$ cat src/rtl/flow_branch_pkg.sv
// Shared definitions for the branch evaluator: operation classes and
// helpers that depend only on the class.
// Assumes a byte-addressed program space and fixed per-class instruction lengths.
package flow_branch_pkg;

    typedef enum logic [2:0] {
        OP_JMP_SHORT  = 3'd0,
        OP_JMP_WORD   = 3'd1,
        OP_CALL_SHORT = 3'd2,
        OP_CALL_WORD  = 3'd3,
        OP_JMP_EXT    = 3'd4,
        OP_CALL_EXT   = 3'd5,
        OP_LOOP_B     = 3'd6,
        OP_JMP_HL     = 3'd7
    } op_kind_e;

    // True for the classes that save a return address when taken
    function automatic logic kind_is_call(op_kind_e k);
        return (k == OP_CALL_SHORT) || (k == OP_CALL_WORD) || (k == OP_CALL_EXT);
    endfunction

    // Instruction length in bytes
    function automatic logic [1:0] kind_length(op_kind_e k);
        case (k)
            OP_JMP_HL:                                          return 2'd1;
            OP_JMP_SHORT, OP_CALL_SHORT, OP_LOOP_B:             return 2'd2;
            default:                                            return 2'd3;
        endcase
    endfunction

    // True when the class carries a full-width displacement
    function automatic logic kind_wide_disp(op_kind_e k);
        return (k == OP_JMP_WORD) || (k == OP_CALL_WORD);
    endfunction

endpackage

$ cat src/rtl/flow_branch_cond.sv
// Condition decoder: turns a class, a selector, the flags and the
// decremented B into a single take decision. Purely combinational.
// Assumes the caller supplies the already-decremented B for the loop class.
module flow_branch_cond
    import flow_branch_pkg::*;
#(
    parameter int DATA_W = 8,
    parameter int SEL_W  = 4
) (
    input  op_kind_e           kind,
    input  logic [SEL_W-1:0]   sel,
    input  logic               fz,
    input  logic               fc,
    input  logic               fv,
    input  logic               fs,
    input  logic [DATA_W-1:0]  b_dec,
    output logic               take
);

    localparam int BASIC_CODES = 4;
    localparam int EXT_CODES   = 8;

    logic basic_take;
    logic ext_take;
    logic lt;

    // Signed less-than, shared by four extended codes
    assign lt = fv ^ fs;

    // Basic selector decode: carry/zero tests, anything else unconditional
    always_comb begin
        basic_take = 1'b1;
        if (sel < SEL_W'(BASIC_CODES)) begin
            case (sel[1:0])
                2'd0: basic_take = fc;
                2'd1: basic_take = !fc;
                2'd2: basic_take = fz;
                default: basic_take = !fz;
            endcase
        end
    end

    // Extended selector decode: signed and single-flag tests, upper codes never
    always_comb begin
        ext_take = 1'b0;
        if (sel < SEL_W'(EXT_CODES)) begin
            case (sel[2:0])
                3'd0: ext_take = lt;
                3'd1: ext_take = lt || fz;
                3'd2: ext_take = !lt && !fz;
                3'd3: ext_take = !lt;
                3'd4: ext_take = fv;
                3'd5: ext_take = !fv;
                3'd6: ext_take = !fs;
                default: ext_take = fs;
            endcase
        end
    end

    // Pick the decision that belongs to the class
    always_comb begin
        case (kind)
            OP_JMP_EXT, OP_CALL_EXT: take = ext_take;
            OP_LOOP_B:               take = (b_dec != '0);
            OP_JMP_HL:               take = 1'b1;
            default:                 take = basic_take;
        endcase
    end

endmodule

$ cat src/rtl/flow_branch_target.sv
// Address arithmetic: fall-through address and transfer target.
// Assumes displacements are relative to the byte after the instruction
// and that short forms carry a SHORT_W-bit signed field in the low bits.
module flow_branch_target
    import flow_branch_pkg::*;
#(
    parameter int ADDR_W  = 16,
    parameter int SHORT_W = 8
) (
    input  op_kind_e           kind,
    input  logic               take,
    input  logic [ADDR_W-1:0]  pc,
    input  logic [ADDR_W-1:0]  disp,
    input  logic [ADDR_W-1:0]  hl,
    output logic [ADDR_W-1:0]  fall_pc,
    output logic [ADDR_W-1:0]  next_pc
);

    localparam int EXT_BITS = ADDR_W - SHORT_W;

    logic [ADDR_W-1:0] disp_ext;
    logic [ADDR_W-1:0] rel_pc;

    // Address of the byte following the instruction
    assign fall_pc = pc + ADDR_W'(kind_length(kind));

    // Choose full or sign-extended short displacement
    generate
        if (EXT_BITS > 0) begin : g_sext
            assign disp_ext = kind_wide_disp(kind) ? disp
                            : {{EXT_BITS{disp[SHORT_W-1]}}, disp[SHORT_W-1:0]};
        end else begin : g_full
            assign disp_ext = disp;
        end
    endgenerate

    assign rel_pc = fall_pc + disp_ext;

    // Final next address: register target, relative target or fall-through
    always_comb begin
        if (kind == OP_JMP_HL)
            next_pc = hl;
        else if (take)
            next_pc = rel_pc;
        else
            next_pc = fall_pc;
    end

endmodule

$ cat src/rtl/flow_branch_cost.sv
// Cycle charge per operation, split by class and outcome.
// Assumes counts fit in CYC_W bits; all counts are parameters.
module flow_branch_cost
    import flow_branch_pkg::*;
#(
    parameter int CYC_W          = 6,
    parameter int C_JMP_SHORT    = 8,
    parameter int C_JMP_WORD     = 12,
    parameter int C_JMP_EXT      = 12,
    parameter int C_JMP_HL       = 8,
    parameter int C_LOOP         = 16,
    parameter int C_CALL_S_TAKE  = 20,
    parameter int C_CALL_S_SKIP  = 8,
    parameter int C_CALL_W_TAKE  = 24,
    parameter int C_CALL_W_SKIP  = 12
) (
    input  op_kind_e           kind,
    input  logic               take,
    output logic [CYC_W-1:0]   cycles
);

    // Lookup of the charge for this class and outcome
    always_comb begin
        case (kind)
            OP_JMP_SHORT:  cycles = CYC_W'(C_JMP_SHORT);
            OP_JMP_WORD:   cycles = CYC_W'(C_JMP_WORD);
            OP_JMP_EXT:    cycles = CYC_W'(C_JMP_EXT);
            OP_JMP_HL:     cycles = CYC_W'(C_JMP_HL);
            OP_LOOP_B:     cycles = CYC_W'(C_LOOP);
            OP_CALL_SHORT: cycles = take ? CYC_W'(C_CALL_S_TAKE) : CYC_W'(C_CALL_S_SKIP);
            default:       cycles = take ? CYC_W'(C_CALL_W_TAKE) : CYC_W'(C_CALL_W_SKIP);
        endcase
    end

endmodule

$ cat src/rtl/flow_branch_unit.sv
// Top of the branch evaluator. Registers one decision per accepted request:
// take, next address, return-address push request, loop-counter write-back
// and cycle charge. Assumes one request per cycle with no back-pressure.
module flow_branch_unit
    import flow_branch_pkg::*;
#(
    parameter int ADDR_W  = 16,
    parameter int DATA_W  = 8,
    parameter int SEL_W   = 4,
    parameter int CYC_W   = 6
) (
    input  logic               clk,
    input  logic               rst_n,
    input  logic               req_valid,
    input  logic [2:0]         req_kind,
    input  logic [SEL_W-1:0]   req_sel,
    input  logic               flag_z,
    input  logic               flag_c,
    input  logic               flag_v,
    input  logic               flag_s,
    input  logic [DATA_W-1:0]  reg_b,
    input  logic [ADDR_W-1:0]  cur_pc,
    input  logic [ADDR_W-1:0]  disp,
    input  logic [ADDR_W-1:0]  reg_hl,
    output logic               res_valid,
    output logic               taken,
    output logic [ADDR_W-1:0]  next_pc,
    output logic               push_req,
    output logic [ADDR_W-1:0]  push_addr,
    output logic               b_wr,
    output logic [DATA_W-1:0]  b_new,
    output logic               z_wr,
    output logic               z_new,
    output logic [CYC_W-1:0]   cycles
);

    op_kind_e           kind;
    logic [DATA_W-1:0]  b_dec;
    logic               take_c;
    logic [ADDR_W-1:0]  fall_c;
    logic [ADDR_W-1:0]  next_c;
    logic [CYC_W-1:0]   cyc_c;
    logic               is_loop;

    assign kind    = op_kind_e'(req_kind);
    assign b_dec   = reg_b - DATA_W'(1);
    assign is_loop = (kind == OP_LOOP_B);

    flow_branch_cond #(.DATA_W(DATA_W), .SEL_W(SEL_W)) u_cond (
        .kind  (kind),
        .sel   (req_sel),
        .fz    (flag_z),
        .fc    (flag_c),
        .fv    (flag_v),
        .fs    (flag_s),
        .b_dec (b_dec),
        .take  (take_c)
    );

    flow_branch_target #(.ADDR_W(ADDR_W), .SHORT_W(DATA_W)) u_target (
        .kind    (kind),
        .take    (take_c),
        .pc      (cur_pc),
        .disp    (disp),
        .hl      (reg_hl),
        .fall_pc (fall_c),
        .next_pc (next_c)
    );

    flow_branch_cost #(.CYC_W(CYC_W)) u_cost (
        .kind   (kind),
        .take   (take_c),
        .cycles (cyc_c)
    );

    // Result register: strobes clear when idle, data fields hold
    always_ff @(posedge clk) begin
        if (!rst_n) begin
            res_valid <= 1'b0;
            taken     <= 1'b0;
            next_pc   <= '0;
            push_req  <= 1'b0;
            push_addr <= '0;
            b_wr      <= 1'b0;
            b_new     <= '0;
            z_wr      <= 1'b0;
            z_new     <= 1'b0;
            cycles    <= '0;
        end else begin
            res_valid <= req_valid;
            if (req_valid) begin
                taken     <= take_c;
                next_pc   <= next_c;
                push_req  <= take_c && kind_is_call(kind);
                push_addr <= fall_c;
                b_wr      <= is_loop;
                b_new     <= b_dec;
                z_wr      <= is_loop;
                z_new     <= (b_dec == '0);
                cycles    <= cyc_c;
            end else begin
                taken    <= 1'b0;
                push_req <= 1'b0;
                b_wr     <= 1'b0;
                z_wr     <= 1'b0;
            end
        end
    end

    // no strobe without a result
    p_idle_quiet_r1: assert property (@(posedge clk) disable iff (!rst_n)
        !res_valid |-> (!taken && !push_req && !b_wr && !z_wr));

    // a push request only accompanies a transfer
    p_push_taken_r9: assert property (@(posedge clk) disable iff (!rst_n)
        push_req |-> taken);

    // the flag write only comes with the loop-counter write
    p_flag_loop_r10: assert property (@(posedge clk) disable iff (!rst_n)
        z_wr |-> b_wr);

    // the loop branches exactly when the new Zero is clear
    p_loop_zero_r6: assert property (@(posedge clk) disable iff (!rst_n)
        (res_valid && b_wr) |-> (taken == !z_new));

    // every charge is one of the legal counts
    p_cost_legal_r7: assert property (@(posedge clk) disable iff (!rst_n)
        res_valid |-> (cycles inside {CYC_W'(8), CYC_W'(12), CYC_W'(16), CYC_W'(20), CYC_W'(24)}));

    // a push always charges a taken-call count
    p_call_cost_r8: assert property (@(posedge clk) disable iff (!rst_n)
        push_req |-> (cycles == CYC_W'(20) || cycles == CYC_W'(24)));

endmodule

$ cat config.mk
export PLATFORM = sky130hd
export DESIGN_NAME = flow_branch_unit
export DESIGN_NICKNAME = d
export VERILOG_FILES = /design/src/rtl/flow_branch_pkg.sv /design/src/rtl/flow_branch_cond.sv /design/src/rtl/flow_branch_target.sv /design/src/rtl/flow_branch_cost.sv /design/src/rtl/flow_branch_unit.sv
export SDC_FILE = /design/constraint.sdc
export NUM_CORES = 1
export LEC_CHECK = 0
export BUFFER_PORTS_ARGS = -buffer_cell sky130_fd_sc_hd__buf_4
export CAP_MARGIN = 25
export CORE_MARGIN = 5
export CORE_UTILIZATION = 46
export CTS_CLUSTER_DIAMETER = 30
export DETAILED_ROUTE_END_ITERATION = 10
export PLACE_DENSITY = 0.83
export SYNTH_ARGS = -nofsm -noshare
export SYNTH_HDL_FRONTEND = slang
export SYNTH_SLANG_ARGS = --single-unit
$ cat constraint.sdc
create_clock -name clk -period 4.45 [get_ports clk]
set_clock_uncertainty 0.15 [all_clocks]
set_input_delay 0.89 -clock clk [delete_from_list [all_inputs] [get_ports clk]]
set_output_delay 0.89 -clock clk [all_outputs]
set_load 0.01 [all_outputs]
==> out/results.ini, run 1 <==
[worst_setup_path]
crit_chain=buf_4, inv_1, a21o_1, ha_1, inv_1, fa_1, nor2_1, xnor2_1, inv_1, ha_1, o211a_1, o21ai_0, a32oi_1, a311oi_2, o41ai_2, a21oi_2, xnor2_1, a221o_1
crit_required_ns=4.50
slowest_delay_ns=0.41
cp.arrival_ns=4.25
cp-start-kind=input pin
ff2ff_path_depth=3
cpMaxStageDelayCell=fa_1
timing.rr.end=next_pc[14]$_SDFFE_PN0P_
worst_setup_path_end_kind=flip-flop
rr_startpoint=next_pc[14]$_SDFFE_PN0P_
path_max_fanout=5
reg2reg_setup_slack_ns=3.29
path_class=input pin to flip-flop
cp_common_cell=inv_1

[detailed_routing]
dr.pass1.iters=5
ant_nets=0
drc=0
wirelength_um=11000
wire_per_inst_um=16.5
vias=3646
via_per_inst=5.46
drt_iter0_markers=217

[synthesis]
syn-instance-count=432
ys_warn_count=0
ys_types=59
async_flop_share_pct=0
syn_avg_cell_area_um2=8.12
synth_edf_count=0
ys.flop_type=dfxtp_1
synth-seq-area-share_pct=27.4
syn_area_um2=3510
yosysTopAreaCell=dfxtp_1
synth_seq_cells=48
synthTopCellsByArea=dfxtp_1, ha_1, xnor2_1
synth_top_area_share_pct=27.4

[grt]
gr-usage-all-layers_pct=22.7
grt_pass1_vias=3607
grt_max_degree=67
grt_pass1_wl_um=17800
antenna_found_initial=0
overflow=0

[clocking]
clk_pin_slew_ns=0.09
clock_latency_ns=0.30
cts_tree=yes
numCtsBuffers=5
ctsHoldBuffers=0
cts.sinks=48
cts-root-buf=clkbuf_8
clk_path_buf_depth=2
htree_levels=2

[floorplanning]
rows=31
start_util_pct=47.9
fp.dieArea_um2=9470
fp.dieH_um=97.3
core_um2=7330
ios=122
fp.dieW_um=97.3

[timing]
timing.final.max_slew_violations=0
max_slew_margin_pct=49.9
rsz0062_at_grt=false
fmax_mhz=238
fin_crit_ns=4.21
finalSetupViolCount=0
hold_viol_final=0
worst-slew-pin-transition_ns=0.744
period_share_pct=94.5
tns_ns=0

[pwr]
power_w=0.00136
power_density_nw_per_um2=282
leakage_nw=2.42
irDropWorstVdd_uv=182

[outcome]
outcome=completed

[layout]
area_growth_pct=37.8
drive_above_1_share_pct=29.9
nets=660
layout_common_cells=buf_4, nand2_1, dfxtp_1
final_common_cell=buf_4
diodes=0

[worst_hold_path]
min_path_cells=1
min_to=b_new[0]$_SDFFE_PN0P_
min-delay-start=b_new[0]$_SDFFE_PN0P_
min_path_type=flip-flop to flip-flop

[run]
max_cap_violations=0

[place]
dp_hpwl_um=8850
numPortBuffers=118
place_congestion=0.926

final cells by class:
class                           instances  area, µm²
Multi-Input combinational cell        335       2370
Inverter                               25       93.8
Sequential cell                        48        961
Clock buffer                            5       68.8
Clock inverter                          2       60.1
Tap cell                               99        124
Timing Repair Buffer                  154       1160
Fill cell                             637       2490
synthesized netlist by cell type, drive strengths merged (2+ instances only):
cell	number
xnor2	23
o21a	4
nor3b	4
a21o	4
a21boi	4
o211ai	10
a211oi	2
nor4b	2
a21oi	23
nand4	3
nand2	53
o211a	20
a32oi	2
o41ai	2
xnor3	2
nor2	24
a31oi	6
ha	19
and2	4
xor2	14
and3	10
mux2i	13
buf	9
nor4	4
dfxtp	48
or3	4
nand4b	2
clkbuf	17
nor3	8
nand3	17
inv	24
nor2b	10
o22a	2
o21ai	19
o22ai	2
fa	2
state kept, by name, indices dropped and copies added (netlist names):
signal	cells
push_addr	16
cycles	3
z_wr	1
b_new	8
taken	1
push_req	1
z_new	1
next_pc	16
res_valid	1
report_power, final:
part	switching [W]	total [W]	leakage, nW	internal [W]
Combinational	0.000253	0.000508	1.96	0.000255
Sequential	0.0000204	0.000487	0.398	0.000467
Clock	0.000146	0.000367	0.0642	0.000221
Total	0.000419	0.00136	2.42	0.000943
worst max-delay path, delay by kind of cell:
family,cells,cell delay (ns)
AO/OA/AOI/OAI,8,1.64
adder cells (fa/ha/maj),3,0.93
buffers and inverters,4,0.33
XOR/XNOR,2,0.28
AND/OR/NAND/NOR,1,0.17
timing repair:
item | 4_1_cts | 5_1_grt
setup endpoints to repair | 0 | 1
setup buffers | 0 | 0
gates resized for setup | 0 | 1
cell families (layout without fill, tap and decap cells):
| family | after synthesis | in the layout | share of synthesized area (%) |
|---|---|---|---|
| mux | 13 | 13 | 4.07 |
| flops | 48 | 48 | 27.4 |
| other cells | 1 | 3 | 0.107 |
| compound gates | 110 | 110 | 22.8 |
| xor+xnor | 39 | 39 | 10.5 |
| buf+inv | 51 | 186 | 6.17 |
| fa+ha+maj | 21 | 21 | 7.92 |
| simple gates | 149 | 149 | 21.0 |
how the worst max path moves through the flow:
stage                start                        to
6_report       req_kind[1]  next_pc[14]$_SDFFE_PN0P_
5_1_grt        req_kind[1]  next_pc[14]$_SDFFE_PN0P_
4_1_cts        req_kind[1]  next_pc[15]$_SDFFE_PN0P_
3_5_place_dp   req_kind[2]  next_pc[14]$_SDFFE_PN0P_
3_3_place_gp   req_kind[2]  next_pc[14]$_SDFFE_PN0P_
2_1_floorplan  req_kind[2]  next_pc[14]$_SDFFE_PN0P_
per-stage QoR:
step | setup WS [ns] | area, µm² | hold slack, ns | instances | util, %
3_3_place_gp | 0.0585 | 4690 | 0.313 | 661 | 64.0
2_1_floorplan | -0.0565 | 3540 | 0.352 | 434 | -
3_5_place_dp | -0.0393 | 4690 | 0.318 | 661 | 64.0
4_1_cts | 0.214 | 4820 | 0.341 | 668 | 65.8
6_report | 0.245 | 4840 | 0.337 | 668 | 66.0
5_1_grt | 0.0128 | 4840 | 0.356 | 668 | 66.0
routing by layer:
metal  GRT usage [%]  share of wire [%]  up-vias  wire (µm)
met5               0                  0        -          0
met1            27.7                 42     1696       4630
met3            4.24                6.6       18        729
met4            6.60                2.0        0        220
met2            40.4                 49      132       5430
li1                -                  -     1800          -
(Power assumes the default switching activity.)
==> run 2, diff against run 1 <==
Settings changed: CORE_UTILIZATION 46 to 47, PLACE_DENSITY 0.83 to 0.84, SYNTH_HIERARCHICAL set to 1.
==> run 2 against run 1 <==
- total power down 2.2%
- critical path depth up 1
- first-iteration DRC count down 29%
- worst setup slack better by 0.046 ns
- critical path type unchanged
- critical endpoint is now next_pc[11]$_SDFFE_PN0P_
==> out/results.ini, run 2 <==
[synthesis]
synth_compound_area_share_pct=14.5
syn-instance-count=452
async_flop_share_pct=0
synth_seq_cells=51
ys.flop_type=dfxtp_1
synth_edf_count=0
ys_types=70
synth_xor_area_share_pct=9.23
yosysTopAreaCell=dfxtp_1
synthMuxAreaShare_pct=13.0
synth-simple-area-share_pct=23.2
synth_top_family_by_area=simple AND/OR/NAND/NOR gates
synth_adder_area_share_pct=7.64
synth-seq-area-share_pct=27.0
ys_top_cells_by_count=nor2_1, dfxtp_1, mux2i_1
syn_area_um2=3780
synth.most_common_cell=nor2_1
synthTopCellsByArea=dfxtp_1, mux2i_1, nor2_1
synth_top_area_share_pct=27.0
syn_avg_cell_area_um2=8.37
ys_warn_count=6

[worst_setup_path]
crit_required_ns=4.54
worst_setup_path_end_kind=flip-flop
path_class=input pin to flip-flop
cp-start-kind=input pin
path_max_fanout=4
cp.arrival_ns=4.25

[timing]
fin_ws_ns=0.291
worst-slew-pin-transition_ns=0.806
fmax_mhz=240
rsz0062_at_grt=false
hold_ws_ns=0.335
timing.final.max_slew_violations=0
max_slew_margin_pct=46.3
period_share_pct=93.5
fin_crit_ns=4.16
finalSetupViolCount=0
hold_viol_final=0

[detailed_routing]
wire_per_inst_um=15.7
wirelength_um=11100
vias=3801
drt_iter0_markers=155
drc=0
ant_nets=0
via_per_inst=5.39
dr.pass1.iters=5

[place]
place_congestion=0.873
dpl.cell_count=697
numPortBuffers=121
dp_hpwl_um=8850
dpl_worst_slack_ns=-0.148

[pwr]
switching_share_pct=33.5
power.internal_w=0.000886
seqPwrFrac_pct=38.6
power_density_nw_per_um2=260
pwr-share-comb_pct=41.7
irDropWorstVdd_uv=127
switching_power_w=0.000447
leakage_nw=2.53
pwr-share-clk_pct=19.7

[grt]
grt_pass1_wl_um=17700
overflow=0
gr-usage-all-layers_pct=21.7
grt_max_degree=55
antenna_found_initial=0
grt_pass1_vias=3771

[floorplanning]
fp.dieW_um=99.7
ios=122
fp.dieH_um=99.7
rows=32
fp.dieArea_um2=9950
core_um2=7770
start_util_pct=48.7

[clocking]
cts-root-buf=clkbuf_8
numCtsBuffers=5
clock_latency_ns=0.30
clk_pin_slew_ns=0.09
ctsHoldBuffers=0
clk_path_buf_depth=2
cts_tree=yes
htree_levels=2
cts.sinks=51

[layout]
layout.cells.non_filler=705
num-fill-cells=672
reg_top3=next_pc x16, push_addr x16, b_new x8
area_growth_pct=35.4
nets=693
multi_input_area_um2=2600
final_common_cell=buf_4
drive_above_1_share_pct=33.0
diodes=0
seqCellArea_um2=1020
layout_common_cells=buf_4, nor2_1, dfxtp_1

[run]
max_cap_violations=0

[worst_hold_path]
min_path_type=flip-flop to flip-flop

[outcome]
outcome=completed

-- run 2: power groups by stage --
stage	Sequential [W]	Clock, W	Combinational (W)
2_1_floorplan	0.000540	0	0.000295
4_1_cts	0.000514	0.000274	0.000552
5_1_grt	0.000519	0.000290	0.000612
3_5_place_dp	0.000524	0	0.000549
6_report	0.000514	0.000263	0.000556
3_3_place_gp	0.000524	0	0.000535
-- run 2: path summary, 6_finish.rpt --
check,to,from,depth (start not counted),slack (ns)
max reg2reg,b_new[4]$_SDFFE_PN0P_,b_new[4]$_SDFFE_PN0P_,2,3.49
min,b_new[3]$_SDFFE_PN0P_,b_new[3]$_SDFFE_PN0P_,2,0.33
min reg2reg,b_new[3]$_SDFFE_PN0P_,b_new[3]$_SDFFE_PN0P_,2,0.33
max,next_pc[11]$_SDFFE_PN0P_,req_kind[1],19,0.29
-- run 2: what timing repair did --
item                                    CTS  global route
endpoints found under the setup margin    0             4
gates resized for setup                   0             7
setup buffers                             0             0
-- run 2: layout make-up --
type                    instances  share of cell area, %
clock buffers                   7                   1.49
clock inverters                 1                 0.0977
inverters                      20                   1.47
multi-input cells             362                   50.8
flip-flops and latches         51                   19.9
well taps                     102                   2.49
repair buffers                162                   23.7
-- run 2: critical path, stage by stage --
cell and delay (ns):
buf_4 0.09, nand3_1 0.10, buf_4 0.16, ha_1 0.31, a21oi_4 0.22, nor2_1 0.11
and3_2 0.23, xor2_1 0.17, ha_1 0.30, o21ai_1 0.09, nor3_2 0.22, a21oi_1 0.11
maj3_2 0.36, o21ai_0 0.22, xor2_1 0.19, mux2i_1 0.10, a21oi_1 0.19, mux2i_1 0.09
nor2_1 0.10
-- run 2: kinds of logic (layout without fill, tap and decap cells) --
group / count (synthesis) / count (layout)
buffers and inverters: 41 / 190
AND/OR/NAND/NOR: 172 / 172
multiplexers: 49 / 49
flip-flops: 51 / 51
other: 1 / 3
XOR/XNOR: 35 / 35
adder cells (fa/ha/maj): 22 / 22
AO/OA/AOI/OAI: 81 / 81
-- run 2: per-stage QoR --
stage	total power, W	setup TNS [ns]	util, %	area [µm²]
after floorplan	0.000836	0	-	3800
after global placement	0.00106	-0.176	64.6	5020
after detailed placement	0.00107	-0.422	64.6	5020
after CTS	0.00134	0	65.7	5100
after global routing	0.00142	0	66.0	5120
final	0.00133	0	66.0	5120
-- run 2: routing by layer --
layer / part of all wire, % / GRT usage [%]
met1: 42 / 26.5
met2: 50 / 38.5
met3: 6.3 / 4.42
met4: 1.8 / 6.30
met5: 0 / 0
==> run 3, diff against run 2 <==
Settings changed: CORE_MARGIN 5 to 2.
==> run 3 against run 2 <==
- sequential power about the same
- via count rose by 0.97%
- global-route usage up 3.4 points
- hold slack better by 0.0070 ns
- clock power increased by 9.1%
- worst setup slack gained 0.027 ns
- flip-flop and latch count unchanged
- utilization fell by 0.45 points
- total power grew 1.3%
- first-iteration DRC count rose by 7.7%
- combinational power fell by 1%
- cell area is 0.68% lower
- critical path type unchanged
- largest cell class unchanged
==> out/results.ini, run 3 (same netlist as run 2, synthesis figures left out) <==
[outcome]
outcome=completed

[detailed_routing]
ant_nets=0
dr.pass1.iters=4
wirelength_um=11000
drc=0
drt_iter0_markers=167
wire_per_inst_um=15.7
via_per_inst=5.48
vias=3838

[place]
place_congestion=0.929
placed_area_um2=4980
numPortBuffers=121
dp_hpwl_um=8790
dpl_worst_slack_ns=-0.208

[run]
max_cap_violations=0

[grt]
grtUsageMet1_pct=28.9
grt_pass1_wl_um=17600
grt_max_degree=55
gr-usage-all-layers_pct=25.1
grtUsageMet3_pct=4.25
overflow=0
grt_pass1_vias=3843
met2_usage_pct=45.4
grt.busiest_layer=met2
antenna_found_initial=0

[worst_setup_path]
cp_common_cell=inv_1
slowest_delay_ns=0.53
path_class=input pin to flip-flop
crit_required_ns=4.51
crit_chain=buf_4, inv_1, a21o_1, ha_1, inv_1, fa_2, inv_1, fa_1, a21o_1, a21oi_1, o21ai_0, o2111ai_2, a311oi_2, a31oi_1, mux2i_1, nor2_1, mux2i_1, nor2_1
cp.arrival_ns=4.19
cp-start-kind=input pin
critPathTopFamily=compound AO/OA/AOI/OAI gates
path_max_fanout=3
cpMaxStageDelayCell=fa_2
path_buf_inv=4
worst_setup_path_end_kind=flip-flop

[layout]
diodes=0
nets=688
layout_common_cells=buf_4, nor2_1, dfxtp_1
final_common_cell=buf_4
reg_top3=next_pc x16, push_addr x16, b_new x8
num-fill-cells=650
finalInstanceArea_um2=5090
area_growth_pct=34.5
drive_above_1_share_pct=32.4

[floorplanning]
fp.dieArea_um2=8780
rows=32
fp.dieH_um=93.7
ios=122
start_util_pct=48.7
fp.dieW_um=93.7
core_um2=7770

[timing]
rsz0062_at_grt=false
finalSetupViolCount=0
period_share_pct=92.9
tns_ns=0
timing.final.max_slew_violations=0
fmax_mhz=242
hold_ws_ns=0.342
max_slew_margin_pct=46.1
hold_viol_final=0
fin_crit_ns=4.13
worst-slew-pin-transition_ns=0.808
fin_ws_ns=0.318

[clocking]
numCtsBuffers=5
post_cts_buffers=0
clk_pin_slew_ns=0.10
cts.sinks=51
clock_latency_ns=0.31
cts_tree=yes
htree_levels=2
clk_path_buf_depth=2
cts-root-buf=clkbuf_8

[pwr]
leakage_nw=2.52
irDropWorstVdd_uv=159
power_w=0.00135
power_density_nw_per_um2=265

[worst_hold_path]
min_path_type=flip-flop to flip-flop

[run 3: tightest hold or removal path: cells and delay by family (launching register included)]
kind            cells  cell delay [ns]
flops               1             0.33
simple gates        1             0.08
compound gates      1             0.05
[run 3: power breakdown]
part / switching (W) / internal [W] / total, W
Sequential: 0.0000208 / 0.000494 / 0.000515
Combinational: 0.000274 / 0.000273 / 0.000548
Clock: 0.000159 / 0.000128 / 0.000287
[run 3: stage by stage]
stage	util (%)	instances
after global routing	65.5	700
after CTS	65.4	700
after detailed placement	64.1	692
final	65.5	700
after global placement	64.1	692
after floorplan	-	454
[run 3: routing by layer]
layer,up-vias,wire length (µm)
met5,-,0
li1,1878,-
met3,31,791
met4,0,359
met1,1777,4410
met2,152,5400
[run 3: worst paths after layout]
| kind | to | slack (ns) | start | depth (start not counted) |
|---|---|---|---|---|
| worst max-delay path | next_pc[14]$_SDFFE_PN0P_ | 0.32 | req_kind[1] | 18 |
| worst min-delay path | b_new[1]$_SDFFE_PN0P_ | 0.34 | b_new[1]$_SDFFE_PN0P_ | 2 |
| worst max register to register | b_new[6]$_SDFFE_PN0P_ | 3.47 | b_new[6]$_SDFFE_PN0P_ | 2 |
| worst min register to register | b_new[1]$_SDFFE_PN0P_ | 0.34 | b_new[1]$_SDFFE_PN0P_ | 2 |
[run 3: repair_timing]
action                                  4_1_cts  5_1_grt
endpoints found under the setup margin        0        4
hold buffers                                  0        0
resized for setup                             0        4
hold endpoints to repair                      0        0
[run 3: area by class of cell]
class | count | area, µm² | area share, %
clock buffer | 7 | 86.3 | 1.70
clock inverter | 1 | 8.76 | 0.172
inverter | 20 | 75.1 | 1.48
multi-input combinational | 362 | 2590 | 50.9
sequential | 51 | 1020 | 20.1
tap | 102 | 128 | 2.51
timing repair buffer | 157 | 1180 | 23.2
